<file path="config.mk">
export PLATFORM = sky130hd
export DESIGN_NAME = acc_alu_core
export DESIGN_NICKNAME = d
export VERILOG_FILES = /design/src/rtl/acc_alu_pkg.sv /design/src/rtl/acc_alu_ctrl.sv /design/src/rtl/acc_alu_datapath.sv /design/src/rtl/acc_alu_core.sv
export SDC_FILE = /design/constraint.sdc
export NUM_CORES = 1
export LEC_CHECK = 0
export BUFFER_PORTS_ARGS = -buffer_cell sky130_fd_sc_hd__buf_2
export CAP_MARGIN = 20
export CORE_MARGIN = 2
export CORE_UTILIZATION = 38
export CTS_CLUSTER_DIAMETER = 120
export CTS_CLUSTER_SIZE = 20
export DETAILED_ROUTE_END_ITERATION = 8
export GPL_ROUTABILITY_DRIVEN = 0
export PLACE_DENSITY = 0.64
export SLEW_MARGIN = 10
export SYNTH_ARGS = -nofsm -noshare
export SYNTH_HDL_FRONTEND = slang
export SYNTH_SLANG_ARGS = --single-unit
</file>
<file path="constraint.sdc">
create_clock -name clk -period 7.5 [get_ports clk]
set_input_delay 1.5 -clock clk [delete_from_list [all_inputs] [get_ports clk]]
set_output_delay 1.5 -clock clk [all_outputs]
set_load 0.02 [all_outputs]
</file>
<file path="src/rtl/acc_alu_pkg.sv">
package acc_alu_pkg;

  typedef enum logic [3:0] {
    OP_XFR = 4'd0,  OP_AND = 4'd1,  OP_OR  = 4'd2,  OP_XOR = 4'd3,
    OP_ADD = 4'd4,  OP_SUB = 4'd5,  OP_INC = 4'd6,  OP_DEC = 4'd7,
    OP_SHL = 4'd8,  OP_SHR = 4'd9,  OP_ROL = 4'd10, OP_ROR = 4'd11,
    OP_BIT = 4'd12, OP_TRB = 4'd13, OP_TSB = 4'd14, OP_CMP = 4'd15
  } aluOp_e;

  typedef enum logic [1:0] {
    UNIT_MOVE  = 2'd0,
    UNIT_LOGIC = 2'd1,
    UNIT_ADDER = 2'd2,
    UNIT_SHIFT = 2'd3
  } aluUnit_e;

  typedef enum logic [1:0] {
    LF_AND    = 2'd0,
    LF_OR     = 2'd1,
    LF_XOR    = 2'd2,
    LF_ANDNOT = 2'd3
  } logicFn_e;

  localparam int NUM_REGS = 4;
  localparam int IDX_A = 0;
  localparam int IDX_X = 1;
  localparam int IDX_Y = 2;
  localparam int IDX_S = 3;

  localparam logic [2:0] WSEL_STATUS = 3'd6;

  // Write-select code that targets each register-file slot.
  function automatic logic [2:0] wrCodeOf(input int idx);
    case (idx)
      IDX_A:   wrCodeOf = 3'd1;
      IDX_X:   wrCodeOf = 3'd2;
      IDX_Y:   wrCodeOf = 3'd3;
      default: wrCodeOf = 3'd5;
    endcase
  endfunction

  typedef struct packed {
    aluUnit_e              unit;
    logicFn_e              logicFn;
    logic                  shRight;
    logic                  shRotate;
    logic [NUM_REGS-1:0]   regWe;
    logic                  statusWe;
  } ctrlStrobe_t;

endpackage

</file>
<file path="src/rtl/acc_alu_ctrl.sv">
module acc_alu_ctrl
  import acc_alu_pkg::*;
(
  input  logic [3:0]  opSel,
  input  logic        wrEn,
  input  logic [2:0]  wrSel,
  output ctrlStrobe_t strobe
);

  aluOp_e op;
  assign op = aluOp_e'(opSel);

  // Unit and sub-function decode.
  always_comb begin
    strobe.unit     = UNIT_MOVE;
    strobe.logicFn  = LF_AND;
    strobe.shRight  = 1'b0;
    strobe.shRotate = 1'b0;
    unique case (op)
      OP_XFR: strobe.unit = UNIT_MOVE;
      OP_AND, OP_BIT: begin
        strobe.unit    = UNIT_LOGIC;
        strobe.logicFn = LF_AND;
      end
      OP_OR, OP_TSB: begin
        strobe.unit    = UNIT_LOGIC;
        strobe.logicFn = LF_OR;
      end
      OP_XOR: begin
        strobe.unit    = UNIT_LOGIC;
        strobe.logicFn = LF_XOR;
      end
      OP_TRB: begin
        strobe.unit    = UNIT_LOGIC;
        strobe.logicFn = LF_ANDNOT;
      end
      OP_ADD, OP_SUB, OP_INC, OP_DEC, OP_CMP:
        strobe.unit = UNIT_ADDER;
      OP_SHL: strobe.unit = UNIT_SHIFT;
      OP_SHR: begin
        strobe.unit    = UNIT_SHIFT;
        strobe.shRight = 1'b1;
      end
      OP_ROL: begin
        strobe.unit     = UNIT_SHIFT;
        strobe.shRotate = 1'b1;
      end
      OP_ROR: begin
        strobe.unit     = UNIT_SHIFT;
        strobe.shRight  = 1'b1;
        strobe.shRotate = 1'b1;
      end
      default: strobe.unit = UNIT_MOVE;
    endcase
  end

  // One write enable per register-file slot.
  for (genvar i = 0; i < NUM_REGS; i++) begin : g_we
    assign strobe.regWe[i] = wrEn && (wrSel == wrCodeOf(i));
  end

  assign strobe.statusWe = wrEn && (wrSel == WSEL_STATUS);

endmodule

</file>
<file path="src/rtl/acc_alu_datapath.sv">
module acc_alu_datapath
  import acc_alu_pkg::*;
#(
  parameter int              DATA_W     = 8,
  parameter logic [DATA_W-1:0] STACK_INIT = '1
) (
  input  logic              clk,
  input  logic              rst,
  input  ctrlStrobe_t       strobe,
  input  logic [1:0]        qSel,
  input  logic              rSel,
  input  logic              subMode,
  input  logic              carrySel,
  input  logic              carryFlag,
  input  logic [2:0]        outSel,
  input  logic [DATA_W-1:0] memIn,
  input  logic [DATA_W-1:0] statusIn,
  output logic [DATA_W-1:0] result,
  output logic              carryOut,
  output logic              overflow,
  output logic [DATA_W-1:0] outBus,
  output logic [DATA_W-1:0] regA,
  output logic [DATA_W-1:0] regX,
  output logic [DATA_W-1:0] regY,
  output logic [DATA_W-1:0] regS
);

  localparam int MSB = DATA_W - 1;
  localparam logic [DATA_W-1:0] ONE = DATA_W'(1);

  logic [DATA_W-1:0] regFile [NUM_REGS];

  assign regA = regFile[IDX_A];
  assign regX = regFile[IDX_X];
  assign regY = regFile[IDX_Y];
  assign regS = regFile[IDX_S];

  // Output bus mux.
  always_comb begin
    case (outSel)
      3'd1:    outBus = regA;
      3'd2:    outBus = regX;
      3'd3:    outBus = regY;
      3'd5:    outBus = regS;
      3'd6:    outBus = statusIn;
      3'd7:    outBus = memIn;
      default: outBus = '0;
    endcase
  end

  // Operand selection.
  logic [DATA_W-1:0] qOpd, rOpd, rEff;
  always_comb begin
    case (qSel)
      2'd0:    qOpd = regA;
      2'd1:    qOpd = memIn;
      2'd2:    qOpd = regX;
      default: qOpd = regY;
    endcase
  end
  assign rOpd = rSel ? ONE : memIn;
  assign rEff = subMode ? ~rOpd : rOpd;

  // Shared adder.
  logic              carryIn;
  logic [DATA_W:0]   sumFull;
  logic              addOvf;
  assign carryIn = carrySel ? subMode : carryFlag;
  assign sumFull = {1'b0, qOpd} + {1'b0, rEff} + {{DATA_W{1'b0}}, carryIn};
  assign addOvf  = (qOpd[MSB] == rEff[MSB]) && (sumFull[MSB] != qOpd[MSB]);

  // Logic and bit-test unit: always accumulator against memory.
  logic [DATA_W-1:0] logicRes;
  always_comb begin
    case (strobe.logicFn)
      LF_AND:    logicRes = regA & memIn;
      LF_OR:     logicRes = regA | memIn;
      LF_XOR:    logicRes = regA ^ memIn;
      default:   logicRes = memIn & ~regA;
    endcase
  end

  // Shift / rotate unit on the Q operand.
  logic              shFill, shCo;
  logic [DATA_W-1:0] shRes;
  assign shFill = strobe.shRotate ? carryFlag : 1'b0;
  assign shRes  = strobe.shRight ? {shFill, qOpd[MSB:1]} : {qOpd[MSB-1:0], shFill};
  assign shCo   = strobe.shRight ? qOpd[0] : qOpd[MSB];

  // Result mux.
  always_comb begin
    result   = outBus;
    carryOut = 1'b0;
    overflow = 1'b0;
    case (strobe.unit)
      UNIT_LOGIC: result = logicRes;
      UNIT_ADDER: begin
        result   = sumFull[MSB:0];
        carryOut = sumFull[DATA_W];
        overflow = addOvf;
      end
      UNIT_SHIFT: begin
        result   = shRes;
        carryOut = shCo;
      end
      default: result = outBus;
    endcase
  end

  // Register file, one slot per generate branch.
  for (genvar i = 0; i < NUM_REGS; i++) begin : g_reg
    localparam logic [DATA_W-1:0] RST_VAL = (i == IDX_S) ? STACK_INIT : '0;
    always_ff @(posedge clk) begin
      if (rst)                  regFile[i] <= RST_VAL;
      else if (strobe.regWe[i]) regFile[i] <= result;
    end
  end

endmodule

</file>
<file path="src/rtl/acc_alu_core.sv">
module acc_alu_core
  import acc_alu_pkg::*;
#(
  parameter int DATA_W = 8
) (
  input  logic              clk,
  input  logic              rst,
  input  logic [3:0]        opSel,
  input  logic [1:0]        qSel,
  input  logic              rSel,
  input  logic              subMode,
  input  logic              carrySel,
  input  logic              carryFlag,
  input  logic              wrEn,
  input  logic [2:0]        wrSel,
  input  logic [2:0]        outSel,
  input  logic [DATA_W-1:0] memIn,
  input  logic [DATA_W-1:0] statusIn,
  output logic [DATA_W-1:0] result,
  output logic              carryOut,
  output logic              overflow,
  output logic [DATA_W-1:0] outBus,
  output logic              statusWe,
  output logic [DATA_W-1:0] regA,
  output logic [DATA_W-1:0] regX,
  output logic [DATA_W-1:0] regY,
  output logic [DATA_W-1:0] regS
);

  ctrlStrobe_t strobe;

  acc_alu_ctrl u_ctrl (
    .opSel  (opSel),
    .wrEn   (wrEn),
    .wrSel  (wrSel),
    .strobe (strobe)
  );

  acc_alu_datapath #(
    .DATA_W     (DATA_W),
    .STACK_INIT ({DATA_W{1'b1}})
  ) u_dp (
    .clk       (clk),
    .rst       (rst),
    .strobe    (strobe),
    .qSel      (qSel),
    .rSel      (rSel),
    .subMode   (subMode),
    .carrySel  (carrySel),
    .carryFlag (carryFlag),
    .outSel    (outSel),
    .memIn     (memIn),
    .statusIn  (statusIn),
    .result    (result),
    .carryOut  (carryOut),
    .overflow  (overflow),
    .outBus    (outBus),
    .regA      (regA),
    .regX      (regX),
    .regY      (regY),
    .regS      (regS)
  );

  assign statusWe = strobe.statusWe;

endmodule

</file>
==> results.toml <==
[sta]
final-max-slew-violation-count = 0
skew_final_ns = 0.00880
fmax_mhz = 172
timing.final.crit_period_ns = 5.80
post-route-period-util_pct = 77.3
rsz0062_at_grt = "false"
worstMarginPinSlew_ns = 1.08
setup_viol = 0
slew_headroom_pct = 27.8
hold_violations = 0
tns_ns = 0

[clock_network]
htreeDepth = 2
post_cts_hold_buffer_count = 0
cts_repair_resize_count = 0
tritoncts = "yes"
postCtsSetupBuffers = 0
worst_skew_pair.late_latency_ns = 0.28
cts_max_path_buffers = 2
numClockSinks = 32
clkTransAtPathRegs_ns = 0.06
clock-root-buffer = "clkbuf_8"
cts_inserted_buffers = 5

[die]
std_cell_rows = 35
core_box_area_mm2 = 0.00911
die_height_um = 100
fp.dieW_um = 100
initial_utilization_pct = 38.7
die_area_mm2 = 0.0101
io_pins = 86

[layout]
largest_reg_flops = 32
finish.utilization_pct = 44.6
num_antenna_cells = 0
final_common_cell = "buf_2"
registers.top_by_ff_count = "u_dp.regFile"
drive_above_1_share_pct = 27.1
fin_nets = 512
mostFrequentLayoutCells = "85 x buf_2, 33 x nand2_1, 32 x edfxtp_1, 28 x a21oi_1, 26 x inv_1"
filler_cell_count_in_the_final_layout = 914
syn_to_final_growth_pct = 15.4
layout_top_registers = "u_dp.regFile (32)"

[yosys]
syn-cell-area_mm2 = 0.00352
mux_contribution_to_synthesized_area_pct = 12.5
synth_simple_gate_area_share_pct = 24.4
synth_top_family_by_area = "simple AND/OR/NAND/NOR gates"
synthesis.nets = 435
synthesis.instances = 380
synth_compound_area_share_pct = 17.4
ys_seq_area_share_pct = 27.3
synth.lib_cells_used.distinct = 63
syn-mean-instance-area_um2 = 9.27
synth-xor-area-share_pct = 4.97
ys_dominant_reg_cell = "edfxtp_1"
postSynth.asyncResetShare_pct = 0
synth_enable_flop_cells = 32
synth-adder-area-share_pct = 7.53
ys_ff_latch = 32
yosysWarningCount = 0

[setup_path]
worstPathCellList = "buf_2, mux4_2, fa_1, inv_1, fa_1, nor2b_1, o221ai_1, o2bb2ai_1, mux2i_1, a21boi_1, buf_2"
cpLargestDelayFamily = "multiplexers"
critical_path_required_ns = 6.00
critical-path-max-stage-delay_ns = 0.60
kind_of_start_point_of_the_critical_path = "primary input"
crit_path_max_fanout = 8
slowest_stage = "mux4_2"
crit_type = "in2out"
cp-end-kind = "output port"
worst_ep_arrival_time_ns = 4.30
critPathBufInv = 3

[global_routing]
grt_antenna_before_repair = 0
globalRouteMet2Util_pct = 37.3
globalRouteTotalUtil_pct = 21.4
grt_use_met1_pct = 29.0
grt_start_max_net_pins = 18
grtUsageMet3_pct = 2.09
total_congestion_overflow = 0
first_global_vias = 3094
grt_busiest_layer = "met2"
wire_length_of_the_first_global_routing_pass_mm = 16.7

[placed_design]
placement.io_buffers = 85
dp_hpwl_mm = 8.53

[detailed_routing]
detail_route.wl_per_cell_um = 18.7
drt_wl_total_mm = 10.7
first_pass_iters = 5
detail_route.drc_violations = 0
avgViaCountPerCell = 5.74
drt_iter0_markers = 260
antenna_left = 0
num_vias = 3267

[power_and_ir_drop]
power.leakage_nw = 1.67
max-vdd-ir-drop_v = 0.000158
powerDensity_mw_per_mm2 = 146

[run]
maxcap_viol_count = 0

[outcome]
result_of_the_run = "completed"

[worst_hold_path]
hold_class = "reg2reg"
[cell families after synthesis]
logic type / after synthesis
buffers and inverters: 42
multiplexers: 28
XOR/XNOR: 20
adder cells (fa/ha/maj): 20
flip-flops: 32
AO/OA/AOI/OAI: 88
AND/OR/NAND/NOR: 150
[Yosys cell counts (all sizes together), types with 8 or more instances]
| cell | number | area, um^2 |
|---|---|---|
| nor2 | 23 | 86.3 |
| nor2b | 15 | 93.8 |
| or3 | 10 | 62.6 |
| edfxtp | 32 | 961 |
| a21oi | 28 | 140 |
| mux2 | 8 | 90.1 |
| o21ai | 19 | 95.1 |
| nor3 | 16 | 106 |
| mux4 | 12 | 270 |
| ha | 18 | 225 |
| nand2b | 15 | 93.8 |
| mux2i | 8 | 80.1 |
| buf | 13 | 98.8 |
| and2 | 12 | 77.6 |
| inv | 26 | 97.6 |
| nand2 | 34 | 130 |
| xnor2 | 11 | 96.3 |
| xor2 | 9 | 78.8 |
[per-layer routing]
layer	wire (um)	up-vias
met5	0	-
met4	130	0
met3	649	14
met2	5340	147
met1	4540	1567
li1	-	1539
[final cells by class]
type | instances | area [um^2] | share of cell area [%]
multi-input combinational | 306 | 2350 | 57.9
sequential | 32 | 961 | 23.6
tap | 111 | 139 | 3.42
timing repair buffer | 86 | 430 | 10.6
inverter | 26 | 97.6 | 2.40
clock buffer | 5 | 68.8 | 1.69
clock inverter | 3 | 13.8 | 0.339
[path summary, 6_finish.rpt]
kind              slack, ns  depth (start not counted)                 from                   to
setup / recovery       1.70                         11              qSel[1]            result[6]
hold / removal         0.97                          4  u_dp.regFile[1][10]  u_dp.regFile[1][10]
setup reg to reg       4.40                          9   u_dp.regFile[1][0]  u_dp.regFile[1][14]
hold reg to reg        0.97                          4  u_dp.regFile[1][10]  u_dp.regFile[1][10]
[power by group]
group          leakage (nW)  internal, W  switching [W]
registers             0.314     0.000206     0.00000857
clock network        0.0453    0.0000628      0.0000613
logic                  1.31    0.0000981       0.000157
total                  1.67     0.000367       0.000227
[worst min-delay path: stages (launching register included)]
cell       delay [ns]
edfxtp_1         0.35
mux2i_1          0.07
o2bb2ai_1        0.21
nor2_1           0.08
o21ai_1          0.14
[metrics by stage]
| step | hold slack (ns) | total power [W] | setup slack (ns) | instance area [um^2] | std cells |
|---|---|---|---|---|---|
| CTS | 0.956 | 0.000594 | 1.71 | 4060 | 568 |
| global placement | 0.951 | 0.000467 | 1.77 | 3980 | 560 |
| floorplan | 1.06 | 0.000398 | 2.16 | 3520 | 380 |
| finish | 0.967 | 0.000593 | 1.70 | 4060 | 569 |
| global route | 1.03 | 0.000628 | 1.47 | 4060 | 569 |
| detailed placement | 0.935 | 0.000470 | 1.72 | 3980 | 560 |
Power figures use the tool's default switching activity.
